==> src/rtl/lpw_pkg.sv <==
// Shared types and constants for the low-power wake controller.
package lpw_pkg;
    typedef enum logic [2:0] {
        ST_FULL  = 3'd0,   // low-power disabled, always awake
        ST_SLEEP = 3'd1,
        ST_WAIT1 = 3'd2,   // first check-in sent, awaiting reply
        ST_WAIT2 = 3'd3,   // retry sent, awaiting reply
        ST_HOLD  = 3'd4    // reply seen, awake until sleep command
    } lpw_state_t;

    localparam logic [7:0] CODE_PIN   = 8'hC1;
    localparam logic [7:0] CODE_TIMER = 8'hC2;
endpackage

==> src/rtl/lpw_pin_watch.sv <==
// Pin watcher: two-flop synchronizer per pin, a reference captured on arm
// (and during reset), and a masked any-edge change flag.
// Assumes pins are held steady during reset; synchronizer flops carry no reset.
module lpw_pin_watch #(
    parameter int NPIN = 8
) (
    input  logic            clk,
    input  logic            rst_n,
    input  logic [NPIN-1:0] pins,
    input  logic [NPIN-1:0] mask,
    input  logic            arm,
    output logic            change
);
    logic [NPIN-1:0] sync1, sync2, ref_q;

    // Synchronize the asynchronous pin inputs.
    always_ff @(posedge clk) begin
        sync1 <= pins;
        sync2 <= sync1;
    end

    // Capture the comparison reference on sleep entry.
    always_ff @(posedge clk) begin
        if (!rst_n || arm) ref_q <= sync2;
    end

    // Flag any masked pin that differs from its reference.
    always_comb change = |((sync2 ^ ref_q) & mask);
endmodule

==> src/rtl/lpw_down_timer.sv <==
// Loadable down counter of external tick strobes. Expires on the tick that
// finds the count at 1 (or 0, so a zero length acts as one).
// Assumes load_val is stable while the count runs.
module lpw_down_timer #(
    parameter int W = 16
) (
    input  logic         clk,
    input  logic         rst_n,
    input  logic         load,
    input  logic [W-1:0] load_val,
    input  logic         run,
    input  logic         tick,
    output logic         expire
);
    localparam logic [W-1:0] ONE = W'(1);
    logic [W-1:0] cnt;

    // Reload on request, otherwise count ticks down while running.
    always_ff @(posedge clk) begin
        if (!rst_n || load)                    cnt <= load_val;
        else if (run && tick && (cnt > ONE))   cnt <= cnt - ONE;
    end

    // Report expiry on the final tick.
    always_comb expire = run && tick && (cnt <= ONE);

    a_r2_count_steps: assert property (@(posedge clk) disable iff (!rst_n)
        (run && tick && !expire && !load) |=> (cnt == $past(cnt) - ONE));
endmodule

==> src/rtl/lpw_wake_ctrl.sv <==
// Low-power wake and check-in controller. Samples the enable at reset,
// sleeps until a masked pin changes or the sleep count ends, requests a
// reason-coded check-in, retries once after a half-second-tick wait, then
// sleeps again. A reply keeps it awake until a sleep command.
// Assumes tick, reply and command inputs are one-cycle synchronous strobes.
module lpw_wake_ctrl
    import lpw_pkg::*;
#(
    parameter int NPIN   = 8,
    parameter int SLP_W  = 16,
    parameter int WAIT_W = 8,
    parameter int CODE_W = 8
) (
    input  logic              clk,
    input  logic              rst_n,
    input  logic              lp_en_n,
    input  logic              tick_5s,
    input  logic              tick_half,
    input  logic [NPIN-1:0]   pins,
    input  logic [NPIN-1:0]   wake_mask,
    input  logic [SLP_W-1:0]  sleep_len,
    input  logic [WAIT_W-1:0] wait_len,
    input  logic              reply_rx,
    input  logic              sleep_cmd,
    output logic              asleep,
    output logic              checkin_req,
    output logic [CODE_W-1:0] checkin_code
);
    lpw_state_t        state, state_n;
    logic              lp_on;
    logic              req_q, req_n;
    logic [CODE_W-1:0] code_q, code_n;
    logic              go_sleep;
    logic              pin_change, sleep_exp, wait_exp;
    logic              waiting;

    always_comb waiting = (state == ST_WAIT1) || (state == ST_WAIT2);

    lpw_pin_watch #(.NPIN(NPIN)) u_pins (
        .clk(clk), .rst_n(rst_n), .pins(pins), .mask(wake_mask),
        .arm(go_sleep), .change(pin_change)
    );

    lpw_down_timer #(.W(SLP_W)) u_sleep_tmr (
        .clk(clk), .rst_n(rst_n), .load(go_sleep), .load_val(sleep_len),
        .run(state == ST_SLEEP), .tick(tick_5s), .expire(sleep_exp)
    );

    lpw_down_timer #(.W(WAIT_W)) u_wait_tmr (
        .clk(clk), .rst_n(rst_n), .load(req_n), .load_val(wait_len),
        .run(waiting), .tick(tick_half), .expire(wait_exp)
    );

    // Next-state, request and sleep-entry decisions.
    always_comb begin
        state_n  = state;
        req_n    = 1'b0;
        code_n   = code_q;
        go_sleep = 1'b0;
        unique case (state)
            ST_SLEEP: begin
                if (pin_change) begin
                    state_n = ST_WAIT1; req_n = 1'b1; code_n = CODE_PIN;
                end else if (sleep_exp) begin
                    state_n = ST_WAIT1; req_n = 1'b1; code_n = CODE_TIMER;
                end
            end
            ST_WAIT1: begin
                if (sleep_cmd)     go_sleep = 1'b1;
                else if (reply_rx) state_n  = ST_HOLD;
                else if (wait_exp) begin
                    state_n = ST_WAIT2; req_n = 1'b1;
                end
            end
            ST_WAIT2: begin
                if (sleep_cmd)     go_sleep = 1'b1;
                else if (reply_rx) state_n  = ST_HOLD;
                else if (wait_exp) go_sleep = 1'b1;
            end
            ST_HOLD: begin
                if (sleep_cmd)     go_sleep = 1'b1;
            end
            default: ;
        endcase
        if (go_sleep) state_n = ST_SLEEP;
    end

    // State register; the mode is chosen from the enable while in reset.
    always_ff @(posedge clk) begin
        if (!rst_n) begin
            lp_on  <= ~lp_en_n;
            state  <= lp_en_n ? ST_FULL : ST_SLEEP;
            req_q  <= 1'b0;
            code_q <= '0;
        end else begin
            state  <= state_n;
            req_q  <= req_n;
            code_q <= code_n;
        end
    end

    // Drive outputs from registers.
    always_comb begin
        asleep       = (state == ST_SLEEP);
        checkin_req  = req_q;
        checkin_code = code_q;
    end

    a_r1_full_stays_awake: assert property (@(posedge clk) disable iff (!rst_n)
        !lp_on |-> !asleep);
    a_r5_req_while_awake: assert property (@(posedge clk) disable iff (!rst_n)
        checkin_req |-> !asleep);
    a_r4_pin_first: assert property (@(posedge clk) disable iff (!rst_n)
        (asleep && pin_change) |=> (checkin_req && checkin_code == CODE_PIN));
    a_r2_timer_code: assert property (@(posedge clk) disable iff (!rst_n)
        (asleep && !pin_change && sleep_exp) |=> (checkin_req && checkin_code == CODE_TIMER));
    a_r8_sleep_cmd: assert property (@(posedge clk) disable iff (!rst_n)
        (lp_on && !asleep && sleep_cmd) |=> asleep);
    a_r7_reply_holds: assert property (@(posedge clk) disable iff (!rst_n)
        (waiting && reply_rx && !sleep_cmd) |=> (!asleep && !checkin_req));
endmodule

==> config.mk <==
export PLATFORM = sky130hd
export DESIGN_NAME = lpw_wake_ctrl
export DESIGN_NICKNAME = d
export VERILOG_FILES = /design/src/rtl/lpw_pkg.sv /design/src/rtl/lpw_pin_watch.sv /design/src/rtl/lpw_down_timer.sv /design/src/rtl/lpw_wake_ctrl.sv
export SDC_FILE = /design/constraint.sdc
export NUM_CORES = 1
export LEC_CHECK = 0
export ABC_AREA = 1
export BUFFER_PORTS_ARGS = -buffer_cell sky130_fd_sc_hd__clkbuf_2
export CAP_MARGIN = 25
export CORE_UTILIZATION = 55
export CTS_CLUSTER_DIAMETER = 120
export CTS_CLUSTER_SIZE = 40
export DETAILED_ROUTE_END_ITERATION = 7
export GPL_ROUTABILITY_DRIVEN = 0
export MAX_ROUTING_LAYER = met4
export PLACE_DENSITY = 0.8
export SLEW_MARGIN = 20
export SYNTH_ARGS = -nofsm -noshare
export SYNTH_HDL_FRONTEND = slang
export SYNTH_HIERARCHICAL = 1
export SYNTH_SLANG_ARGS = --single-unit
==> constraint.sdc <==
create_clock -name clk -period 5 [get_ports clk]
set_input_delay 0.75 -clock clk [delete_from_list [all_inputs] [get_ports clk]]
set_output_delay 0.75 -clock clk [all_outputs]
set_load 0.1 [all_outputs]
# After elaboration in Yosys (flattened, before gate mapping)
# Index checks and enable logic that the tools add are counted.
[word_totals]
in_bits = 47
out_inout_bits = 10
elab_cells = 69
register_bits = 60
[op_classes]
bitwise = 2
eq_ne = 10
n_reduce_logical = 17
order_cmp = 4
mux = 26
add_sub_neg = 2
[ops]
columns = ["cell", "count"]
rows = [
  ["2-to-1 mux 16 bit", 2],
  ["2-to-1 mux 8 bit", 4],
  ["2-to-1 mux 3 bit", 9],
  ["> comparator 16 x 1 -> 1 bit, second input constant", 1],
  ["<= comparator 16 x 1 -> 1 bit, second input constant", 1],
  ["subtractor 16 x 1 -> 16 bit, second input constant", 1],
  ["inequality test 4 x 3 -> 1 bit, second input constant", 3],
  ["one-hot mux 3 bit (3 select lines)", 1],
  ["bitwise AND 8 bit", 1],
  ["> comparator 8 x 1 -> 1 bit, second input constant", 1],
  ["<= comparator 8 x 1 -> 1 bit, second input constant", 1],
  ["2-to-1 mux 1 bit", 8],
  ["OR reduction 8 bit", 1],
  ["subtractor 8 x 1 -> 8 bit, second input constant", 1],
  ["bitwise XOR 8 bit", 1],
  ["equality test 3 x 2 -> 1 bit, second input constant", 2],
  ["logical AND 1 bit", 6],
  ["AND reduction 6 bit", 1],
  ["nonzero test 2 bit", 3],
  ["inequality test 5 x 1 -> 1 bit, second input constant", 1],
  ["inequality test 5 x 3 -> 1 bit, second input constant", 1],
  ["inequality test 5 x 4 -> 1 bit, second input constant", 1],
  ["one-hot mux 1 bit (2 select lines)", 2],
  ["equality test 3 x 1 -> 1 bit, second input constant", 1],
  ["other kinds (5)", 7],
]

# Longest topological paths before layout
# Gate-level depths: netlist of run 1.
[logic_depth]
depth_word = 10
depth_mapped = 15
mapped_depth_nobuf = 14

# Modules after synthesis
# Netlist of run 1, hierarchy kept.
[by_module_without_submodules]
columns = ["module", "cells_each", "instances", "area_per_inst_um2", "seq_area_each_um2"]
rows = [
  ["lpw_down_timer (u_sleep_tmr)", 156, 1, 1134.8, 480.5],
  ["lpw_pin_watch", 73, 1, 759.5, 560.5],
  ["lpw_down_timer (u_wait_tmr)", 73, 1, 574.3, 240.2],
  ["lpw_wake_ctrl", 63, 1, 430.4, 170.2],
]

# Worst setup path before layout of run 1
# OpenSTA, ideal clock, no wires.
[synth_path]
kind = "register to register"
start = "register state[1]"
end = "register u_wait_tmr.cnt[0], enable pin"
setup_time_ns = 0.329
required_ns = 4.671
setup_slack_ns = 1.025
arrival_time_ns = 3.646
stages_incl_launch_ff = 9
cell_sequence = "edfxtp_1 nor3_1 nand2_1 nor2_1 or2_1 nand3_2 nand2_1 nor2_8 nand2_1"
[synth_between]
elab_cells_between_ends = 17
[synth_lines]
columns = ["item", "line_no", "rtl"]
rows = [
  ["start, declared", "lpw_wake_ctrl.sv:29", "lpw_state_t state, state_n;"],
  ["start signal, assigned", "lpw_wake_ctrl.sv:92", "state <= lp_en_n ? ST_FULL : ST_SLEEP;"],
  ["start signal, assigned", "lpw_wake_ctrl.sv:96", "state <= state_n;"],
  ["equality test 3 x 1 -> 1 bit", "n/a", ""],
  ["net asleep", "lpw_wake_ctrl.sv:25", "output logic asleep,"],
  ["logical AND 1 bit (2 in series)", "lpw_down_timer.sv:25", "always_comb expire = run && tick && (cnt <= ONE);"],
  ["net sleep_exp", "lpw_wake_ctrl.sv:34", "logic pin_change, sleep_exp, wait_exp;"],
  ["2-to-1 mux 1 bit", "lpw_wake_ctrl.sv:64", "end else if (sleep_exp) begin"],
  ["2-to-1 mux 1 bit", "lpw_wake_ctrl.sv:62", "if (pin_change) begin"],
  ["one-hot mux 1 bit (2 select lines)", "lpw_wake_ctrl.sv:60", "unique case (state)"],
  ["net req_n", "lpw_wake_ctrl.sv:31", "logic req_q, req_n;"],
  ["logical OR 1 bit", "lpw_down_timer.sv:20", "if (!rst_n || load) cnt <= load_val;"],
  ["nonzero test 2 bit (no line)", "n/a", ""],
  ["end signal, assigned", "lpw_down_timer.sv:20", ""],
  ["end signal, assigned", "lpw_down_timer.sv:21", "else if (run && tick && (cnt > ONE)) cnt <= cnt - ONE;"],
  ["end, declared", "lpw_down_timer.sv:16", "logic [W-1:0] cnt;"],
]
# The timed path passes the listed nets, and every way through them passes these cells.
# A chain may end at the register's enable or synchronous reset.

# Final worst setup path of run 1
[layout_path]
start = "register u_wait_tmr.cnt[0]"
end = "register u_sleep_tmr.cnt[9], enable pin"
[layout_between]
elab_chain_len = 8
[layout_lines]
columns = ["item", "line_no", "rtl"]
rows = [
  ["<= comparator 8 x 1 -> 1 bit", "lpw_down_timer.sv:25", ""],
  ["logical AND 1 bit", "lpw_down_timer.sv:25", ""],
  ["net wait_exp", "lpw_wake_ctrl.sv:34", ""],
  ["2-to-1 mux 1 bit", "lpw_wake_ctrl.sv:78", "else if (wait_exp) go_sleep = 1'b1;"],
  ["2-to-1 mux 1 bit", "n/a", ""],
  ["2-to-1 mux 1 bit", "lpw_wake_ctrl.sv:76", "if (sleep_cmd) go_sleep = 1'b1;"],
  ["one-hot mux 1 bit (2 select lines)", "lpw_wake_ctrl.sv:60", ""],
  ["net go_sleep", "lpw_wake_ctrl.sv:33", "logic go_sleep;"],
  ["logical OR 1 bit", "lpw_down_timer.sv:20", ""],
  ["nonzero test 2 bit (no line)", "n/a", ""],
  ["end signal, assigned", "lpw_down_timer.sv:20", ""],
  ["end signal, assigned", "lpw_down_timer.sv:21", ""],
  ["end, declared", "lpw_down_timer.sv:16", ""],
]
# The timed path passes the listed nets, and every way through them passes these cells.

==> results of run 1 <==
==> layout make-up <==
cell class / count / area, µm²
fill: 437 / 1810
sequential: 55 / 1450
multi-input combinational: 249 / 1190
timing repair buffer: 52 / 260
inverter: 56 / 210
tap: 70 / 87.6
clock buffer: 6 / 82.6
clock inverter: 2 / 17.5
==> placed cells by master, fill, tap and decap left out, types with 5 or more instances in the layout <==
master    count
inv_1        54
nor2_4        5
nand3_1      23
nor2_1       34
clkbuf_2     52
o21ai_0       6
dfxtp_1      20
a21oi_1       7
nor2_2        7
nand2_1     126
edfxtp_1     35
clkbuf_8      6
nand2_2       7
==> worst min-delay path by stage <==
stage / start / to / slack [ns] / cells after the start
CTS: u_pins/sync1[1] / u_pins/sync2[1] / 0.34 / 0
global placement: u_pins/sync1[2] / u_pins/sync2[2] / 0.31 / 0
finish: u_pins/sync1[1] / u_pins/sync2[1] / 0.34 / 0
detailed placement: u_pins/sync1[1] / u_pins/sync2[1] / 0.31 / 0
floorplan: u_pins/sync1[0] / u_pins/sync2[0] / 0.31 / 0
global route: u_pins/sync1[1] / u_pins/sync2[1] / 0.34 / 0
==> routing by layer <==
layer / track usage [%] / up-vias
met4: 6.50 / 0
met3: 4.74 / 6
met5: - / -
met1: 25.9 / 1055
met2: 35.3 / 52
li1: - / 1236
==> report_power, final <==
| group | internal (mW) | total, mW | switching (mW) |
|---|---|---|---|
| clock | 0.116 | 0.264 | 0.148 |
| combinational | 0.182 | 0.614 | 0.432 |
| sequential | 0.643 | 0.755 | 0.111 |
| total | 0.942 | 1.63 | 0.691 |
==> sequential cells by signal (all words and copies together) (netlist names) <==
name,cells
state,3
u_wait_tmr/cnt,8
u_pins/sync1,8
checkin_req,1
checkin_code,3
u_pins/ref_q,8
u_pins/sync2,8
u_sleep_tmr/cnt,16
==> worst max-delay path: cells and delay by family, from the launching register on <==
kind,cells,cell delay (ns)
buf+inv,2,0.17
fa+ha+maj,1,0.27
flops,1,0.45
simple gates,9,1.58
==> cells by family (layout without fill, tap and decap cells) <==
family / Yosys count / in the layout / synth area share (%)
buffers and inverters: 64 / 116 / 9.24
DFF: 55 / 55 / 50.1
AOI/OAI and AO/OA: 21 / 21 / 4.10
and+or+nand+nor: 214 / 214 / 32.9
xor gates and xnor gates: 6 / 6 / 1.81
adders and majority gates: 4 / 4 / 1.73
other: 1 / 4 / 0.129
==> per-stage QoR <==
| stage | instance area, µm² | hold slack [ns] | worst slack (ns) |
|---|---|---|---|
| floorplan | 2910 | 0.310 | 1.03 |
| global placement | 3200 | 0.310 | 2.27 |
| detailed placement | 3200 | 0.312 | 2.13 |
| CTS | 3300 | 0.336 | 2.11 |
| global route | 3300 | 0.340 | 1.78 |
| finish | 3300 | 0.336 | 2.11 |
==> reports/metrics.csv, run 1 <==
metric;value;unit
final wirelength;5320;µm
top-count cell post-synth;nand2_1;
DR vias/cell;4.79;
clock buffer depth;2;
clk sink count;55;
Reg-to-Reg End;u_sleep_tmr/cnt[9];
Max Slew Vio Count;0;
top cells by area, synth;edfxtp_1 36%, nand2_1 16%, dfxtp_1 14%, inv_1 7.0%, nor2_1 4.4%;
Post-Syn Area;2900;µm²
synth unique cells;31;
met1 WL;2420;µm
port buffer count;52;
# setup viols final;0;
DRT iter0 DRCs;108;
Worst Setup Path Type;reg -> reg;
die area;5570;µm²
NumNets Final;470;
fin util;64.6;%
Critical Path Start Type;register;
Synth Instances;365;
register area share after synthesis;50.1;%
HPWL Detailed;4040;µm
Setup crit start;u_wait_tmr/cnt[0];
number of top-level pins;57;
#FFs+latches synth;55;
Worst-Skew Late Latency;0.30;ns
TNS Setup;0;ns
reg-to-reg slack, setup;2.11;ns
Worst R2R Path Depth;12;
post-synthesis async set-or-reset flop share;0;%
Max Freq;346;MHz
site row count;26;
Area Overhead vs Synth;13.9;%
Tcrit/Tclk final;57.9;%
routed wl met3;193;µm
Critical Path AT;2.79;ns
placed insts;482;
post-DR wirelength/cell;10.9;µm
RSZ-0062 raised after global routing;false;
Slowest Stage Delay on Critical Path;0.57;ns
DR vias;2349;
layout cells sized above 1;20.5;%
end point of the critical path;u_sleep_tmr/cnt[9];
Clock transition at path regs;0.10;ns
largest net degree at the start of global routing;21;
Setup Buffers After CTS;0;
Max rail drop VDD;0.000441;V
Yosys top cell by area;edfxtp_1;
Initial Util;56.8;%
GRT Residual Overflow;0;
core area;5110;µm²
ant diodes;0;
Power Total;1.63;mW
Met2 Routed Length;2630;µm
antenna violations before repair;0;
Syn. warnings;6;
Worst Setup End Kind;register;
post-layout min period;2.89;ns
vias in the first global route;2074;
hold-fix buffer count after cts;0;
CTS tree;built;
top post-synthesis cells by count;126 x nand2_1, 54 x inv_1, 35 x edfxtp_1;
worst min-delay path class;reg -> reg;
Top FF cell, synth;edfxtp_1;
non-filler cells, final;490;
outcome;finished clean;
DRC Markers;0;
first-pass GRT wire length;8710;µm
Worst R2R Start;u_wait_tmr/cnt[0];
remaining antenna violation count;0;
pwr dens;495;nW/µm²
post-synth top area share;36.3;%
die height;74.6;µm
CP required;4.90;ns
Fin. Hold Viols;0;
Die W;74.6;µm
slew margin rel.;53.2;%
TritonRoute pass-1 iters;4;
P_leak;1.67;nW
slew at the pin closest to its max-slew limit;0.700;ns
Critical Path, Cell by Cell;inv_1 -> ha_1 -> nor2_1 -> nor3_1 -> nand3_1 -> nor2_1 -> nand3_1 -> nand2_1 -> nand2_2 -> inv_1 -> nor2_2 -> nand2_1;
Global Route Usage Sum;21.3;%
Post-CTS Resized;0;
cts bufs inserted;5;
Post-synth EDFFs;35;
DR top layer;met4;
Final Skew;0.00708;ns
Root Driver;clkbuf_8;
H-tree depth;2;
Syn Area/Cell;7.94;µm²
crit-path max FO;16;
slowest CP cell;nand2_1;
Max Cap Viol;0;
Note: power is estimated with default switching activity, not from simulation.
==> inputs of run 2 (changes only) <==
CORE_UTILIZATION = 50   (was 55)
PLACE_DENSITY = 0.76   (was 0.8)
clock period = 2.4 ns   (was 5 ns; I/O delays follow)
==> run 2 against run 1 <==
Compared with the run above: global-route usage fell by 0.54 points; setup slack worse by 1.9 ns; sequential power up 110%; largest power group unchanged; clock power rose by 110%; total power rose by 120%; worst hold slack got worse by 0.20 ns; largest cell class unchanged.
==> reports/metrics.csv, run 2 (synthesized netlist as in run 1, its figures left out) <==
metric;value;unit
commonest non-fill, non-tap cells in the layout;123 x nand2_1, 52 x clkbuf_2, 49 x inv_1;
vias in the first global route;2382;
Clock transition at path regs;0.10;ns
DR vias/cell;4.77;
worst min-delay path class;in -> reg;
antenna violations before repair;0;
post-DR wirelength/cell;11.2;µm
remaining antenna violation count;0;
post-layout min period;2.21;ns
clk sink count;55;
Critical Path AT;2.29;ns
Max rail drop VDD;0.000514;V
NumNets Final;487;
final wirelength;5700;µm
Worst-Skew Late Latency;0.31;ns
Max Slew Vio Count;0;
die height;78.1;µm
Filler cells;499;
hold-fix buffer count after cts;0;
Die W;78.1;µm
Final Skew;0.00657;ns
clock share of power;15.5;%
DRT iter0 DRCs;112;
slew margin rel.;63.2;%
crit-path max FO;5;
Bufs and invs on worst path;4;
DR vias;2428;
# setup viols final;0;
P_leak;1.76;nW
Tcrit/Tclk final;92.2;%
share of power burned in registers;43.2;%
Max Freq;452;MHz
Slowest Stage Delay on Critical Path;0.45;ns
pwr dens;1040;nW/µm²
Max Cap Viol;0;
Critical Path Start Type;register;
switching pwr;1.53;mW
TritonRoute pass-1 iters;4;
Area Overhead vs Synth;20.4;%
slew at the pin closest to its max-slew limit;0.554;ns
Gate power share;41.4;%
Largest register FFs;16;
site row count;27;
slowest CP cell;edfxtp_1;
core area;5540;µm²
Critical Path, Cell by Cell;buf_4 -> ha_1 -> nor2_1 -> nor3_1 -> nand3_1 -> nor2_2 -> nand3_1 -> nand2_1 -> nand2_2 -> inv_2 -> nor2_4 -> clkinvlp_4 -> buf_4 -> nor2_1 -> a21oi_1;
switching share of total power;42.1;%
dpl ws;-0.289;ns
HPWL Detailed;4430;µm
Worst Setup End Kind;register;
Global Route Usage Sum;20.8;%
outcome;finished clean;
TNS Setup;0;ns
cts bufs inserted;5;
layout cells sized above 1;25.9;%
non-filler cells, final;509;
Worst Setup Path Type;reg -> reg;
Initial Util;52.3;%
GRT Residual Overflow;0;
Root Driver;clkbuf_8;
Fin. Hold Viols;0;
Biggest register;u_sleep_tmr/cnt;
port buffer count;52;
placed insts;494;
DRC Markers;0;
CTS tree;built;
number of top-level pins;57;
Final WS setup;0.187;ns
largest net degree at the start of global routing;19;
most common cell after layout, fill and taps aside;nand2_1;
WHS;0.140;ns
die area;6110;µm²
H-tree depth;2;
first-pass GRT wire length;9660;µm
CP required;2.48;ns
ant diodes;0;
Cell Int Power;2.10;mW
clock buffer depth;2;
CP delay by family, top;simple AND/OR/NAND/NOR gates;
==> run 2: changes by cell type in the layout (fill, tap and decap cells not counted), moves of 2 or more <==
cell / previous run / this run
buf_6: 0 / 2
buf_4: 0 / 15
inv_6: 2 / 0
nand2_4: 0 / 2
inv_1: 54 / 49
nand2_1: 126 / 123
inv_2: 2 / 5
==> run 2: final cells by class <==
cell class / count / area, µm² / area share [%]
clock buffers: 6 / 82.6 / 2.37
inverters: 56 / 216 / 6.20
repair buffers: 69 / 395 / 11.3
clock inverters: 2 / 20.0 / 0.573
multi-input cells: 249 / 1230 / 35.4
well taps: 72 / 90.1 / 2.58
flip-flops and latches: 55 / 1450 / 41.6
==> run 2: per-stage QoR <==
| stage | instance area [µm²] | total power, mW | util [%] |
|---|---|---|---|
| final | 3490 | 3.63 | 63.0 |
| after detailed placement | 3310 | 2.99 | 59.7 |
| after global routing | 3490 | 3.87 | 63.0 |
| after CTS | 3440 | 3.57 | 62.1 |
| after floorplan | 2940 | 2.63 | - |
| after global placement | 3310 | 2.94 | 59.7 |
==> run 2: final timing paths <==
check	start	to	slack [ns]	depth (start not counted)
hold / removal	pins[0]	u_pins/sync1[0]	0.14	1
setup / recovery	u_wait_tmr/cnt[0]	u_sleep_tmr/cnt[4]	0.19	15
setup reg to reg	u_wait_tmr/cnt[0]	u_sleep_tmr/cnt[4]	0.19	15
hold reg to reg	u_pins/sync1[7]	u_pins/sync2[7]	0.33	0
==> run 2: power by group through the flow <==
stage / Sequential, mW / Clock (mW) / Combinational (mW)
finish: 1.57 / 0.561 / 1.50
global route: 1.60 / 0.600 / 1.67
CTS: 1.56 / 0.575 / 1.43
detailed placement: 1.59 / 0 / 1.40
global placement: 1.57 / 0 / 1.37
floorplan: 1.66 / 0 / 0.978
==> run 2: layer usage <==
layer / part of all wire, % / track usage (%)
met1: 41 / 20.8
met2: 54 / 39.9
met3: 3.5 / 4.07
met4: 1.6 / 6.85
met5: 0 / -
==> run 2: timing repair <==
action,in CTS,in global routing
resized for setup,2,8
pin swaps,1,2
setup endpoints to repair,16,30
buffers inserted,3,4
==> inputs of run 3 (changes only) <==
ABC_AREA = default   (was 1)
CORE_UTILIZATION = 48   (was 50)
PLACE_DENSITY = 0.75   (was 0.76)
==> run 3 against run 2 <==
Compared with the run above: sequential cell count unchanged; setup slack worse by 0.18 ns; register-to-register slack worse by 0.18 ns; sequential share of layout area up 2.0 points; final area down 4.5%; critical path depth down 6; critical endpoint is now u_sleep_tmr/cnt[2]; clock skew up 0.0037 ns; sequential power up 3%; final cell count down 26%; largest cell class unchanged; worst hold slack worse by 0.0020 ns; combinational power up 6%.
==> reports/metrics.csv, run 3 <==
metric;value;unit
NumNets Final;358;
final wirelength;5380;µm
worst min-delay path class;in -> reg;
placed insts;362;
Syn Area/Cell;11.2;µm²
Post-synth EDFFs;35;
outcome;finished clean;
post-DR wirelength/cell;14.2;µm
Design Area, Final;3330;µm²
port buffer count;52;
hold-fix buffer count after cts;0;
commonest non-fill, non-tap cells in the layout;52 x clkbuf_2, 35 x edfxtp_1, 25 x nand2_1;
# setup viols final;0;
DR vias/cell;5.19;
largest net degree at the start of global routing;21;
Root Driver;clkbuf_8;
antenna violations before repair;0;
DRT iter0 DRCs;52;
Max Cap Viol;0;
remaining antenna violation count;0;
Synth Instances;231;
Critical Path AT;2.49;ns
Post-Syn Area;2580;µm²
DR vias;1961;
post-synthesis xor/xnor area fraction;8.14;%
register area;1450;µm²
Post-Synth Simple-Gate Area;19.6;%
Max Freq;418;MHz
slew margin rel.;64.0;%
Worst Setup Path Type;reg -> reg;
CP required;2.49;ns
P_leak;1.35;nW
number of top-level pins;57;
cts bufs inserted;5;
#FFs+latches synth;55;
register area share after synthesis;56.2;%
TNS Setup;0;ns
Die W;75.3;µm
ant diodes;0;
site row count;26;
Max rail drop VDD;0.00101;V
Global Route Usage Sum;20.5;%
Biggest register;u_sleep_tmr/cnt;
crit-path max FO;8;
Post-DP Area;3060;µm²
first-pass GRT wire length;8140;µm
Filler cells;428;
most common cell after layout, fill and taps aside;clkbuf_2;
area fraction in compound gates after synthesis;9.74;%
Tcrit/Tclk final;99.8;%
post-synth top area share;40.7;%
Largest register FFs;16;
layout cells sized above 1;39.0;%
Syn. warnings;6;
multi-input logic area;1180;µm²
Clock transition at path regs;0.11;ns
pwr dens;1130;nW/µm²
Max Slew Vio Count;0;
Yosys top cell by area;edfxtp_1;
non-filler cells, final;378;
Fin. Hold Viols;0;
top cells by area, synth;edfxtp_1 41%, dfxtp_1 16%, xor2_1 5.1%, nand2_1 3.9%, o21ai_0 3.5%;
top post-synthesis cells by count;35 x edfxtp_1, 27 x nand2_1, 20 x dfxtp_1;
Initial Util;50.2;%
vias in the first global route;1762;
Worst-Skew Late Latency;0.32;ns
Critical Path Start Type;register;
CTS tree;built;
H-tree depth;2;
core area;5140;µm²
top-count cell post-synth;edfxtp_1;
die area;5670;µm²
TritonRoute pass-1 iters;4;
Final Skew;0.0102;ns
DRC Markers;0;
slew at the pin closest to its max-slew limit;0.543;ns
WHS;0.138;ns
post-synthesis async set-or-reset flop share;0;%
Worst Setup End Kind;register;
HPWL Detailed;3560;µm
synth unique cells;47;
post-synthesis adder-cell area fraction;1.94;%
RSZ-0062 raised after global routing;true;
combinational family with the most area after synthesis;simple AND/OR/NAND/NOR gates;
Area Overhead vs Synth;29.1;%
GRT Residual Overflow;0;
post-layout min period;2.39;ns
clk sink count;55;
die height;75.3;µm
clock buffer depth;2;
multiplexer share of the synthesized area;0.388;%
Top FF cell, synth;edfxtp_1;
run 3: kinds of logic (layout without fill, tap and decap cells):
family,count (synthesis),count (layout)
and+or+nand+nor,89,89
DFF,55,55
xor gates and xnor gates,24,24
muxes,1,1
buffers and inverters,16,89
AOI/OAI and AO/OA,41,42
adders and majority gates,4,4
other,1,4
run 3: layout make-up:
class / count / share of cell area, %
flip-flops and latches: 55 / 43.5
repair buffers: 75 / 14.9
clock buffers: 5 / 2.06
well taps: 70 / 2.63
multi-input cells: 164 / 35.3
inverters: 6 / 0.676
clock inverters: 3 / 0.938
run 3: what timing repair did:
item / CTS / global route
cloned: 2 / 1
resized for setup: 11 / 22
pin swaps: 1 / 13
buffers inserted: 3 / 2
setup endpoints to repair: 40 / 59
run 3: report_power, final:
group / switching, mW / internal, mW
clock: 0.341 / 0.223
combinational: 0.947 / 0.644
sequential: 0.248 / 1.37
total: 1.54 / 2.23
run 3: final timing paths:
path	cells after the start	from	slack, ns	end
worst max-delay path	9	u_wait_tmr/cnt[3]	0.005	u_sleep_tmr/cnt[2]
worst min-delay path	1	pins[0]	0.14	u_pins/sync1[0]
worst max register to register	9	u_wait_tmr/cnt[3]	0.005	u_sleep_tmr/cnt[2]
worst min register to register	0	u_pins/sync1[6]	0.33	u_pins/sync2[6]
run 3: critical path, stage by stage, from the launching register on:
cell and delay [ns]:
edfxtp_1 0.42, or4_4 0.57, nor4_4 0.17, nor2b_4 0.19
and3b_2 0.19, o21ai_2 0.07, nand2_1 0.08, nand2b_4 0.22
clkbuf_16 0.19, o21ai_1 0.07
run 3: layer usage:
layer	track usage [%]	up-vias	wire length, µm
met5	-	-	0
met4	7.41	0	63
met3	4.10	6	257
met2	33.2	56	2770
met1	25.5	917	2280
li1	-	982	-
run 3: stage by stage:
stage,power (mW),setup WS (ns),utilization [%]
5_1_grt,3.97,-0.173,64.8
2_1_floorplan,2.62,-0.137,-
3_5_place_dp,3.02,-0.0837,59.5
4_1_cts,3.66,-0.0690,63.0
3_3_place_gp,2.98,-0.0207,59.5
6_report,3.77,0.00538,64.8
